[src/rtl/sdr_burst_pkg.sv]
package sdr_burst_pkg;
  typedef enum logic [1:0] {
    OP_IDLE  = 2'd0,
    OP_READ  = 2'd1,
    OP_WRITE = 2'd2,
    OP_TERM  = 2'd3
  } burst_op_e;
endpackage

[src/rtl/sdr_burst_cfg.sv]
module sdr_burst_cfg (
  input  logic [1:0] len_log2,
  input  logic       full_page,
  input  logic       interleave,
  output logic [1:0] eff_len_log2,
  output logic       eff_full,
  output logic       err
);
  // Full-page walks only in sequential order; otherwise fall back to 8 beats.
  always_comb begin
    err          = full_page & interleave;
    eff_full     = full_page & ~interleave;
    eff_len_log2 = err ? 2'd3 : len_log2;
  end
endmodule

[src/rtl/sdr_burst_addr.sv]
module sdr_burst_addr #(
  parameter int COL_W = 9
) (
  input  logic [COL_W-1:0] start,
  input  logic [COL_W-1:0] beat,
  input  logic [1:0]       len_log2,
  input  logic             full,
  input  logic             interleave,
  output logic [COL_W-1:0] col
);
  localparam logic [COL_W-1:0] ONE = COL_W'(1);
  logic [COL_W-1:0] low_mask;
  logic [COL_W-1:0] moved;

  always_comb begin
    low_mask = full ? '1 : ((ONE << len_log2) - ONE);
    moved    = interleave ? (start ^ beat) : (start + beat);
    col      = (start & ~low_mask) | (moved & low_mask);
  end
endmodule

[src/rtl/sdr_burst_rdpipe.sv]
module sdr_burst_rdpipe #(
  parameter int COL_W  = 9,
  parameter int MAX_CL = 3
) (
  input  logic             clk,
  input  logic             rst_n,
  input  logic             in_valid,
  input  logic [COL_W-1:0] in_col,
  input  logic             long_lat,
  output logic             out_valid,
  output logic [COL_W-1:0] out_col
);
  logic             v_q [MAX_CL];
  logic [COL_W-1:0] c_q [MAX_CL];

  for (genvar g = 0; g < MAX_CL; g++) begin : g_stage
    if (g == 0) begin : g_head
      always_ff @(posedge clk or negedge rst_n) begin
        if (!rst_n) begin
          v_q[0] <= 1'b0;
          c_q[0] <= '0;
        end else begin
          v_q[0] <= in_valid;
          c_q[0] <= in_col;
        end
      end
    end else begin : g_body
      always_ff @(posedge clk or negedge rst_n) begin
        if (!rst_n) begin
          v_q[g] <= 1'b0;
          c_q[g] <= '0;
        end else begin
          v_q[g] <= v_q[g-1];
          c_q[g] <= c_q[g-1];
        end
      end
    end
  end

  assign out_valid = long_lat ? v_q[MAX_CL-1] : v_q[MAX_CL-2];
  assign out_col   = long_lat ? c_q[MAX_CL-1] : c_q[MAX_CL-2];
endmodule

[src/rtl/sdr_burst_seq.sv]
module sdr_burst_seq
  import sdr_burst_pkg::*;
#(
  parameter int COL_W  = 9,
  parameter int MAX_CL = 3
) (
  input  logic             clk,
  input  logic             rst_n,
  input  logic [1:0]       cmd_op,
  input  logic [COL_W-1:0] cmd_col,
  input  logic [1:0]       cfg_len_log2,
  input  logic             cfg_full_page,
  input  logic             cfg_interleave,
  input  logic             cfg_cas3,
  input  logic             mask_hi,
  input  logic             mask_lo,
  output logic             col_valid,
  output logic [COL_W-1:0] col_addr,
  output logic             wr_en,
  output logic [1:0]       wr_be,
  output logic             rd_valid,
  output logic [COL_W-1:0] rd_col,
  output logic             cfg_err
);
  localparam logic [COL_W-1:0] ONE = COL_W'(1);

  logic [1:0]       eff_len;
  logic             eff_full;
  logic             active_q, write_q, full_q, ilv_q, cas3_q;
  logic [1:0]       len_q;
  logic [COL_W-1:0] start_q, beat_q, last_beat;
  logic             starts, stops, at_last;
  burst_op_e        op;

  assign op = burst_op_e'(cmd_op);

  sdr_burst_cfg u_cfg (
    .len_log2     (cfg_len_log2),
    .full_page    (cfg_full_page),
    .interleave   (cfg_interleave),
    .eff_len_log2 (eff_len),
    .eff_full     (eff_full),
    .err          (cfg_err)
  );

  assign starts    = (op == OP_READ) || (op == OP_WRITE);
  assign stops     = (op == OP_TERM);
  assign last_beat = (ONE << len_q) - ONE;
  assign at_last   = !full_q && (beat_q == last_beat);

  always_ff @(posedge clk or negedge rst_n) begin
    if (!rst_n) begin
      active_q <= 1'b0;
      write_q  <= 1'b0;
      full_q   <= 1'b0;
      ilv_q    <= 1'b0;
      cas3_q   <= 1'b0;
      len_q    <= '0;
      start_q  <= '0;
      beat_q   <= '0;
    end else if (starts) begin
      active_q <= 1'b1;
      write_q  <= (op == OP_WRITE);
      full_q   <= eff_full;
      ilv_q    <= cfg_interleave;
      len_q    <= eff_len;
      start_q  <= cmd_col;
      beat_q   <= '0;
      if (op == OP_READ) cas3_q <= cfg_cas3;
    end else if (stops) begin
      active_q <= 1'b0;
    end else if (active_q) begin
      if (at_last) active_q <= 1'b0;
      else         beat_q   <= beat_q + ONE;
    end
  end

  sdr_burst_addr #(.COL_W(COL_W)) u_addr (
    .start      (start_q),
    .beat       (beat_q),
    .len_log2   (len_q),
    .full       (full_q),
    .interleave (ilv_q),
    .col        (col_addr)
  );

  assign col_valid = active_q;
  assign wr_en     = active_q & write_q;
  assign wr_be     = {wr_en & ~mask_hi, wr_en & ~mask_lo};

  sdr_burst_rdpipe #(.COL_W(COL_W), .MAX_CL(MAX_CL)) u_rdpipe (
    .clk       (clk),
    .rst_n     (rst_n),
    .in_valid  (active_q & ~write_q),
    .in_col    (col_addr),
    .long_lat  (cas3_q),
    .out_valid (rd_valid),
    .out_col   (rd_col)
  );
endmodule

[config.mk]
export PLATFORM = sky130hd
export DESIGN_NAME = sdr_burst_seq
export DESIGN_NICKNAME = d
export VERILOG_FILES = /design/src/rtl/sdr_burst_pkg.sv /design/src/rtl/sdr_burst_cfg.sv /design/src/rtl/sdr_burst_addr.sv /design/src/rtl/sdr_burst_rdpipe.sv /design/src/rtl/sdr_burst_seq.sv
export SDC_FILE = /design/constraint.sdc
export NUM_CORES = 1
export LEC_CHECK = 0
export BUFFER_PORTS_ARGS = -buffer_cell sky130_fd_sc_hd__buf_4
export CAP_MARGIN = 20
export CORE_UTILIZATION = 29
export DETAILED_ROUTE_END_ITERATION = 7
export HOLD_SLACK_MARGIN = 0.05
export PLACE_DENSITY = 0.44
export SYNTH_ARGS = -nofsm -noshare
export SYNTH_HDL_FRONTEND = slang
export SYNTH_SLANG_ARGS = --single-unit
export TNS_END_PERCENT = 50
[constraint.sdc]
create_clock -name clk -period 3.5 [get_ports clk]
set_clock_uncertainty 0.15 [all_clocks]
set_input_delay 0.525 -clock clk [delete_from_list [all_inputs] [get_ports clk]]
set_output_delay 0.525 -clock clk [all_outputs]
set_load 0.1 [all_outputs]
# == Word-level counts from Yosys, hierarchy flattened ==
# Index checks and enable logic that the tools add are counted.
# op_classes
n_addsub,3
eq_ne,6
shift,1
n_mux,13
n_bitwise,15
n_reduce_logical,6
# op_table
operator,n
2-to-1 mux 9 bit,7
bitwise AND 9 bit,2
adder 9 x 1 -> 9 bit (second input constant),1
adder 9 bit,1
== test 9 bit,1
NOT 9 bit,1
bitwise OR 9 bit,1
left shift 1 x 2 -> 9 bit (first input constant),1
subtractor 9 x 1 -> 9 bit (second input constant),1
XOR 9 bit,1
bitwise AND 1 bit,6
2-to-1 mux 1 bit,5
== test 2 bit (second input constant),2
inequality test 2 bit (second input constant),2
NOT 1 bit,4
AND reduction 3 bit,1
== test 2 x 1 -> 1 bit (second input constant),1
2-to-1 mux 2 bit,1
AND reduction 2 bit,1
nonzero test 2 bit,1
logical AND 1 bit,1
logical NOT 1 bit,1
logical OR 1 bit,1
# word_totals
register_bits,55
input_bits,20
out_inout_bits,24
wordCells,58

# == Depth between registers and ports, before layout ==
# Gate-level depths: netlist of run 1.
# logic_depth
depth_word,8
mapped_depth,8
ltp_nobuf,8

# == Modules after synthesis ==
# Synthesis of run 1 repeated with hierarchy kept, for this count alone.
# unflattened
hier_cells,240
hier_area_um2,2821.5
# modules_own_cells
mod,n_inst,cells_per_inst,area_per_inst_um2,seq_area_each_um2
sdr_burst_seq,1,113,1285.0,625.6
sdr_burst_rdpipe,1,41,912.1,750.7
sdr_burst_addr,1,82,596.8,0.0
sdr_burst_cfg,1,4,27.5,0.0

# == Least setup slack after synthesis of run 1 ==
# Ideal clock, no wire load.
# synth_timing
kind,reg-to-output
from,register beat_q[0]
to,output col_addr[8]
t_arrival_ps,4103
required_time_ps,2825
slack_ps,-1278
stages_incl_launch_ff,8
n_path_buf,0
cell_sequence,dfrtp_1 -> ha_1 -> fa_1 -> a211oi_1 -> o32ai_1 -> a31oi_1 -> xor2_1 -> o31ai_1
# synth_between
elab_chain_len,4
# synth_rtl
element,line_no,rtl
start: declaration,sdr_burst_seq.sv:31,"logic [COL_W-1:0] start_q, beat_q, last_beat;"
start signal: assignment,sdr_burst_seq.sv:74,else beat_q <= beat_q + ONE;
adder 9 bit,sdr_burst_addr.sv:17,moved = interleave ? (start ^ beat) : (start + beat);
2-to-1 mux 9 bit,sdr_burst_addr.sv:17,
bitwise AND 9 bit,sdr_burst_addr.sv:18,col = (start & ~low_mask) | (moved & low_mask);
bitwise OR 9 bit,sdr_burst_addr.sv:18,
end: declaration,sdr_burst_seq.sv:18,"output logic [COL_W-1:0] col_addr,"
# Every way passes these cells.

# == Final worst setup path of run 1 ==
# layout_timing
from,register start_q[0]
to,output col_addr[8]
# layout_between
elab_chain_len,4
# layout_rtl
element,line_no,rtl
start: declaration,sdr_burst_seq.sv:31,
start signal: assignment,sdr_burst_seq.sv:67,start_q <= cmd_col;
adder 9 bit,sdr_burst_addr.sv:17,
2-to-1 mux 9 bit,sdr_burst_addr.sv:17,
bitwise AND 9 bit,sdr_burst_addr.sv:18,
bitwise OR 9 bit,sdr_burst_addr.sv:18,
# Every way passes these cells.

==> impl_metrics.toml, run 1 <==
[logic_synthesis]
synth_edf_count = 0
synthCells = 248
synthesis.area_um2 = 2760
yosysWarnings = 0
synth_cell_types = 48
synthesis.nets = 284
ys_seq_area_frac = 0.498
synthArstFlopShare = 1.00
avgSynthCellArea_um2 = 11.1
synth-seq-cells = 55
synth_ff_type = "dfrtp_1"

[sta]
worst_slack_ps = 178
hold_violations = 0
maxSlewViolCount = 0
maxSlewHeadroom = 0.544
rsz0062_at_grt = "yes"
post-route-period-util = 0.949
tightest_slew_ps = 684
fmax_mhz = 301
setup_viol = 0
fin_crit_ps = 3320

[place]
dp.final_hpwl_um = 4370
dp_slack_ps = 291
place_congestion = 0.753
port_buffers = 43

[finish]
drive_gt1_frac = 0.265
final_nets = 329
layout_commonest_cell = "dfrtp_1"
seq_area_um2 = 1380
area_growth_syn_to_layout_pct = 22.3
layout_common_cells = "55 x dfrtp_1, 46 x buf_4, 19 x nand2_1"
n_fill_cell = 934
multi_input_area_um2 = 1340
antenna-diode-count = 0

[pwr]
powerDensity_nw_per_um2 = 760
p_sw_mw = 1.29
intPower_mw = 1.28
ir_worst_vdd_v = 0.000340
combPwrFrac = 0.507
seqPwrFrac = 0.346
switching_share = 0.501
p_total_mw = 2.57
clkPwrFrac = 0.147
leakage_nw = 1.49

[cts]
cts-root-buf = "clkbuf_8"
cts-buffers-inserted = 5
clk_pin_slew_ps = 100
cts_setup_buffers = 0
clock_latency_ps = 310
cts.htree.levels = 2
cts-hold-fix-buffers = 0
clock_sinks = 55
cts_tree = "done"
cts_buffer_depth = 2

[hold_path]
hold_path_class = "in2async"

[critical_path]
start_kind = "flop"
cp-end-kind = "output port"
crit_arrival_ps = 2650
critPathMaxStageDelay_ps = 420
worstPathRequired_ps = 2820
cp_slowest_cell = "fa_1"
cp_max_fo = 3
cp_cell_sequence = "ha_1 > fa_1 > a211oi_2 > o32ai_1 > a31oi_1 > xor2_1 > o31ai_4 > buf_12"
rrSetupSlack_ps = 1120
setup.worst_path.class = "reg2out"

[global_route]
track_usage = 0.130
antenna_found_initial = 0
grt_pass1_vias = 1919
grt_pass1_wl_um = 10000
overflow = 0
grt_start_max_net_pins = 56

[route]
drt_iter0_markers = 64
drtPass1Iterations = 4
dr_total_vias = 1981
vias_per_cell = 4.68
drc_errors = 0
wl_per_cell_um = 13.8
ant_nets = 0
wl_um = 5840

[die]
die-area_um2 = 9930
num_io_pins = 44
core_area_um2 = 9240
initial_utilization = 0.299
die_w_um = 99.6
rows = 35
die_h_um = 99.6

[flow_run]
maxCapViolCount = 0

[run_status]
outcome = "finished clean"
==> state kept, by name, summed over array words and instances, names as in the netlist <==
name          cells
beat_q            9
ilv_q             1
start_q           9
u_rdpipe.c_q     27
write_q           1
cas3_q            1
col_valid         1
len_q             2
full_q            1
u_rdpipe.v_q      3
==> synth_stat cells (4+ instances only) <==
library cell   n  area (um2)
xnor2_1        6        52.6
inv_1         10        37.5
mux2_1        12         135
a21oi_1        8        40.0
o21ai_0        6        30.0
o21ai_1        9        45.0
nor2b_1        7        43.8
nand2_1       19        71.3
ha_1          15         188
nor2_1        16        60.1
nand3_1        5        25.0
nand2b_1       4        25.0
clkbuf_1       8        30.0
dfrtp_1       55        1380
o31ai_1        4        30.0
mux2_2        15         169
==> worst max-delay path: cells and delay by family (launching register included) <==
family | cells | cell delay, ps
fa+ha+maj | 2 | 650
xor+xnor | 1 | 120
flops | 1 | 410
buf+inv | 1 | 210
compound gates | 4 | 940
==> final timing paths <==
kind / from / endpoint / depth (start not counted)
max in group asynchronous: rst_n / start_q[0] / 1
setup / recovery: start_q[0] / col_addr[8] / 8
hold reg to reg: u_rdpipe.c_q[24] / u_rdpipe.c_q[15] / 0
min in group clk: u_rdpipe.c_q[24] / u_rdpipe.c_q[15] / 0
hold / removal: rst_n / u_rdpipe.c_q[4] / 1
setup reg to reg: start_q[0] / u_rdpipe.c_q[26] / 7
==> what timing repair did <==
item	4_1_cts	5_1_grt
resized for setup	1	4
pin swaps	0	1
setup endpoints to repair	1	2
cloned	0	0
==> power groups by stage <==
stage / Sequential, mW / Combinational, mW / Clock, mW
2_1_floorplan: 0.877 / 1.04 / 0
3_3_place_gp: 0.903 / 1.30 / 0
3_5_place_dp: 0.909 / 1.30 / 0
4_1_cts: 0.894 / 1.31 / 0.398
5_1_grt: 0.914 / 1.38 / 0.426
6_report: 0.890 / 1.30 / 0.378
==> layout make-up <==
type,count,area share
tap,129,0.0478
timing repair buffer,47,0.108
clock inverter,3,0.00815
inverter,12,0.0133
multi-input combinational,172,0.395
sequential,55,0.407
clock buffer,5,0.0204
==> layer usage <==
metal,global-route usage,part of all wire,vias up
li1,-,-,973
met2,0.186,0.44,42
met3,0.0260,0.034,7
met4,0.0486,0.019,0
met1,0.192,0.51,959
met5,0,0,-
==> through the flow <==
| step | hold WS, ps | utilization | std cells | setup TNS, ps | area, um2 |
|---|---|---|---|---|---|
| 2_1_floorplan | 79.4 | - | 248 | -228 | 2790 |
| 3_3_place_gp | 181 | 0.353 | 415 | 0 | 3260 |
| 3_5_place_dp | 186 | 0.353 | 415 | 0 | 3260 |
| 4_1_cts | 128 | 0.364 | 423 | 0 | 3370 |
| 5_1_grt | 150 | 0.366 | 423 | -37.5 | 3380 |
| 6_report | 102 | 0.366 | 423 | 0 | 3380 |
==> cells by family (layout without fill, tap and decap cells) <==
| family | Yosys count | count (layout) | share of synthesized area |
|---|---|---|---|
| simple gates | 67 | 67 | 0.123 |
| xor+xnor | 8 | 8 | 0.0254 |
| fa+ha+maj | 16 | 16 | 0.0751 |
| buf+inv | 21 | 67 | 0.0290 |
| compound gates | 53 | 53 | 0.136 |
| flops | 55 | 55 | 0.498 |
| mux | 28 | 28 | 0.114 |
Power figures use the tool's default switching activity.
==> run 2, diff against run 1 <==
- CELL_PAD_IN_SITES_DETAIL_PLACEMENT: not set -> 0
- CELL_PAD_IN_SITES_GLOBAL_PLACEMENT: not set -> 1
- CORE_UTILIZATION: 29 -> 44
- PLACE_DENSITY: 0.44 -> 0.77
- SLEW_MARGIN: not set -> 15
==> run 2 against run 1 <==
- critical path depth is the same
- critical endpoint unchanged
- critical path type unchanged
- first-iteration DRC count shrank 22%
- sequential power is essentially flat
- largest cell class unchanged
- global-route usage grew 5.0 points
- core utilization grew 19 points
- maximum frequency shrank 1.4%
- sequential share of layout area grew 0.82 points
==> impl_metrics.toml, run 2 (synthesized netlist as in run 1, its figures left out) <==
[place]
dp.final_hpwl_um = 3920
placed_area_um2 = 3190
port_buffers = 43
place_congestion = 0.790
placed_cells_incl_taps = 360

[finish]
antenna-diode-count = 0
layout_commonest_cell = "dfrtp_1"
drive_gt1_frac = 0.266
final_area_um2 = 3320
layout_common_cells = "54 x dfrtp_1, 45 x buf_4, 19 x nand2_1"
top_regs = "u_rdpipe.c_q (27), beat_q (9), start_q (9)"
final_cells = 368
regMostFlops = "u_rdpipe.c_q"
area_growth_syn_to_layout_pct = 20.0
n_fill_cell = 546
largest_reg_flops = 27
final_nets = 328

[route]
vias_per_cell = 5.34
drt_iter0_markers = 50
ant_nets = 0
dr_total_vias = 1964
drtPass1Iterations = 4
wl_per_cell_um = 14.5
wl_um = 5330
drc_errors = 0

[pwr]
powerDensity_nw_per_um2 = 769
switching_share = 0.493
leakage_nw = 1.49
ir_worst_vdd_v = 0.000550
clkPwrFrac = 0.144
intPower_mw = 1.29
seqPwrFrac = 0.350
combPwrFrac = 0.506
p_sw_mw = 1.26
p_total_mw = 2.55

[critical_path]
worstPathRequired_ps = 2820
cp_max_fo = 10
setup.worst_path.class = "reg2out"
rrSetupSlack_ps = 1080
worstReg2RegEnd = "u_rdpipe.c_q[26]"
crit_arrival_ps = 2690
crit_path_end = "col_addr[8]"
start_kind = "flop"
cp-end-kind = "output port"
rr_startpoint = "beat_q[0]"
cp_cell_sequence = "ha_1 > fa_1 > a211oi_4 > o32ai_1 > a31oi_1 > xor2_1 > o31ai_4 > buf_12"
reg2reg_depth = 7
critPathMaxStageDelay_ps = 480
cp_slowest_cell = "dfrtp_2"
crit_start = "beat_q[0]"

[die]
die-area_um2 = 6600
num_io_pins = 44
rows = 28
core_area_um2 = 5990
initial_utilization = 0.461
die_h_um = 81.3
die_w_um = 81.3

[cts]
cts-hold-fix-buffers = 0
clock_latency_ps = 300
cts-root-buf = "clkbuf_8"
cts_tree = "done"
cts_setup_buffers = 0
clock_sinks = 55
cts.htree.levels = 2
clk_pin_slew_ps = 100
cts_buffer_depth = 2
cts-buffers-inserted = 5

[global_route]
track_usage = 0.179
grt_pass1_vias = 1916
overflow = 0
antenna_found_initial = 0
grt_pass1_wl_um = 9040
grt_start_max_net_pins = 56

[sta]
hold_violations = 0
maxSlewHeadroom = 0.543
fin_crit_ps = 3370
post-route-period-util = 0.962
tightest_slew_ps = 685
setup_viol = 0
fmax_mhz = 297
rsz0062_at_grt = "yes"
maxSlewViolCount = 0

[hold_path]
hold_path_class = "in2async"

[run_status]
outcome = "finished clean"

[flow_run]
maxCapViolCount = 0
==> run 2: how the worst min path moves through the flow <==
| stage | to | slack (ps) |
|---|---|---|
| final | u_rdpipe.c_q[8] | 110 |
| after global routing | u_rdpipe.c_q[6] | 160 |
| after CTS | start_q[3] | 130 |
| after global placement | u_rdpipe.c_q[16] | 180 |
| after detailed placement | u_rdpipe.c_q[13] | 180 |
| after floorplan | beat_q[0] | 80 |
==> run 2: repair_timing <==
action / 4_1_cts / 5_1_grt
resized for setup: 2 / 5
endpoints found under the setup margin: 1 / 2
pin swaps: 0 / 1
==> run 2: per-layer routing <==
layer | GRT usage | vias to the layer above | wire [um]
met2 | 0.292 | 28 | 2500
met4 | 0.0536 | 0 | 54
met1 | 0.245 | 957 | 2620
li1 | - | 974 | -
met5 | 0 | - | 0
met3 | 0.0281 | 5 | 160
==> run 2: area by class of cell <==
| class | count | area [um2] | share of cell area |
|---|---|---|---|
| Tap cell | 75 | 93.8 | 0.0283 |
| Clock inverter | 2 | 16.3 | 0.00491 |
| Timing Repair Buffer | 46 | 358 | 0.108 |
| Inverter | 12 | 45.0 | 0.0136 |
| Sequential cell | 55 | 1380 | 0.415 |
| Multi-Input combinational cell | 172 | 1340 | 0.405 |
| Clock buffer | 6 | 82.6 | 0.0249 |
==> run 2: worst max-delay path, delay by kind of cell, from the launching register on <==
kind	cells	cell delay, ps
flops	1	480
compound gates	4	920
buf+inv	1	210
fa+ha+maj	2	650
xor+xnor	1	120
==> run 2: per-stage QoR <==
stage / worst slack (ps) / util / hold WS, ps / setup TNS, ps
after floorplan: -228 / - / 79.4 / -228
after global placement: 247 / 0.532 / 182 / 0
after detailed placement: 209 / 0.532 / 185 / 0
after CTS: 35.2 / 0.550 / 131 / 0
after global routing: -14.9 / 0.553 / 158 / -14.9
final: 132 / 0.553 / 110 / 0
==> run 2: power groups by stage <==
stage	Sequential [mW]	Combinational, mW	Clock [mW]
floorplan	0.877	1.04	0
global placement	0.896	1.27	0
detailed placement	0.909	1.28	0
CTS	0.894	1.29	0.380
global route	0.917	1.36	0.405
finish	0.891	1.29	0.367
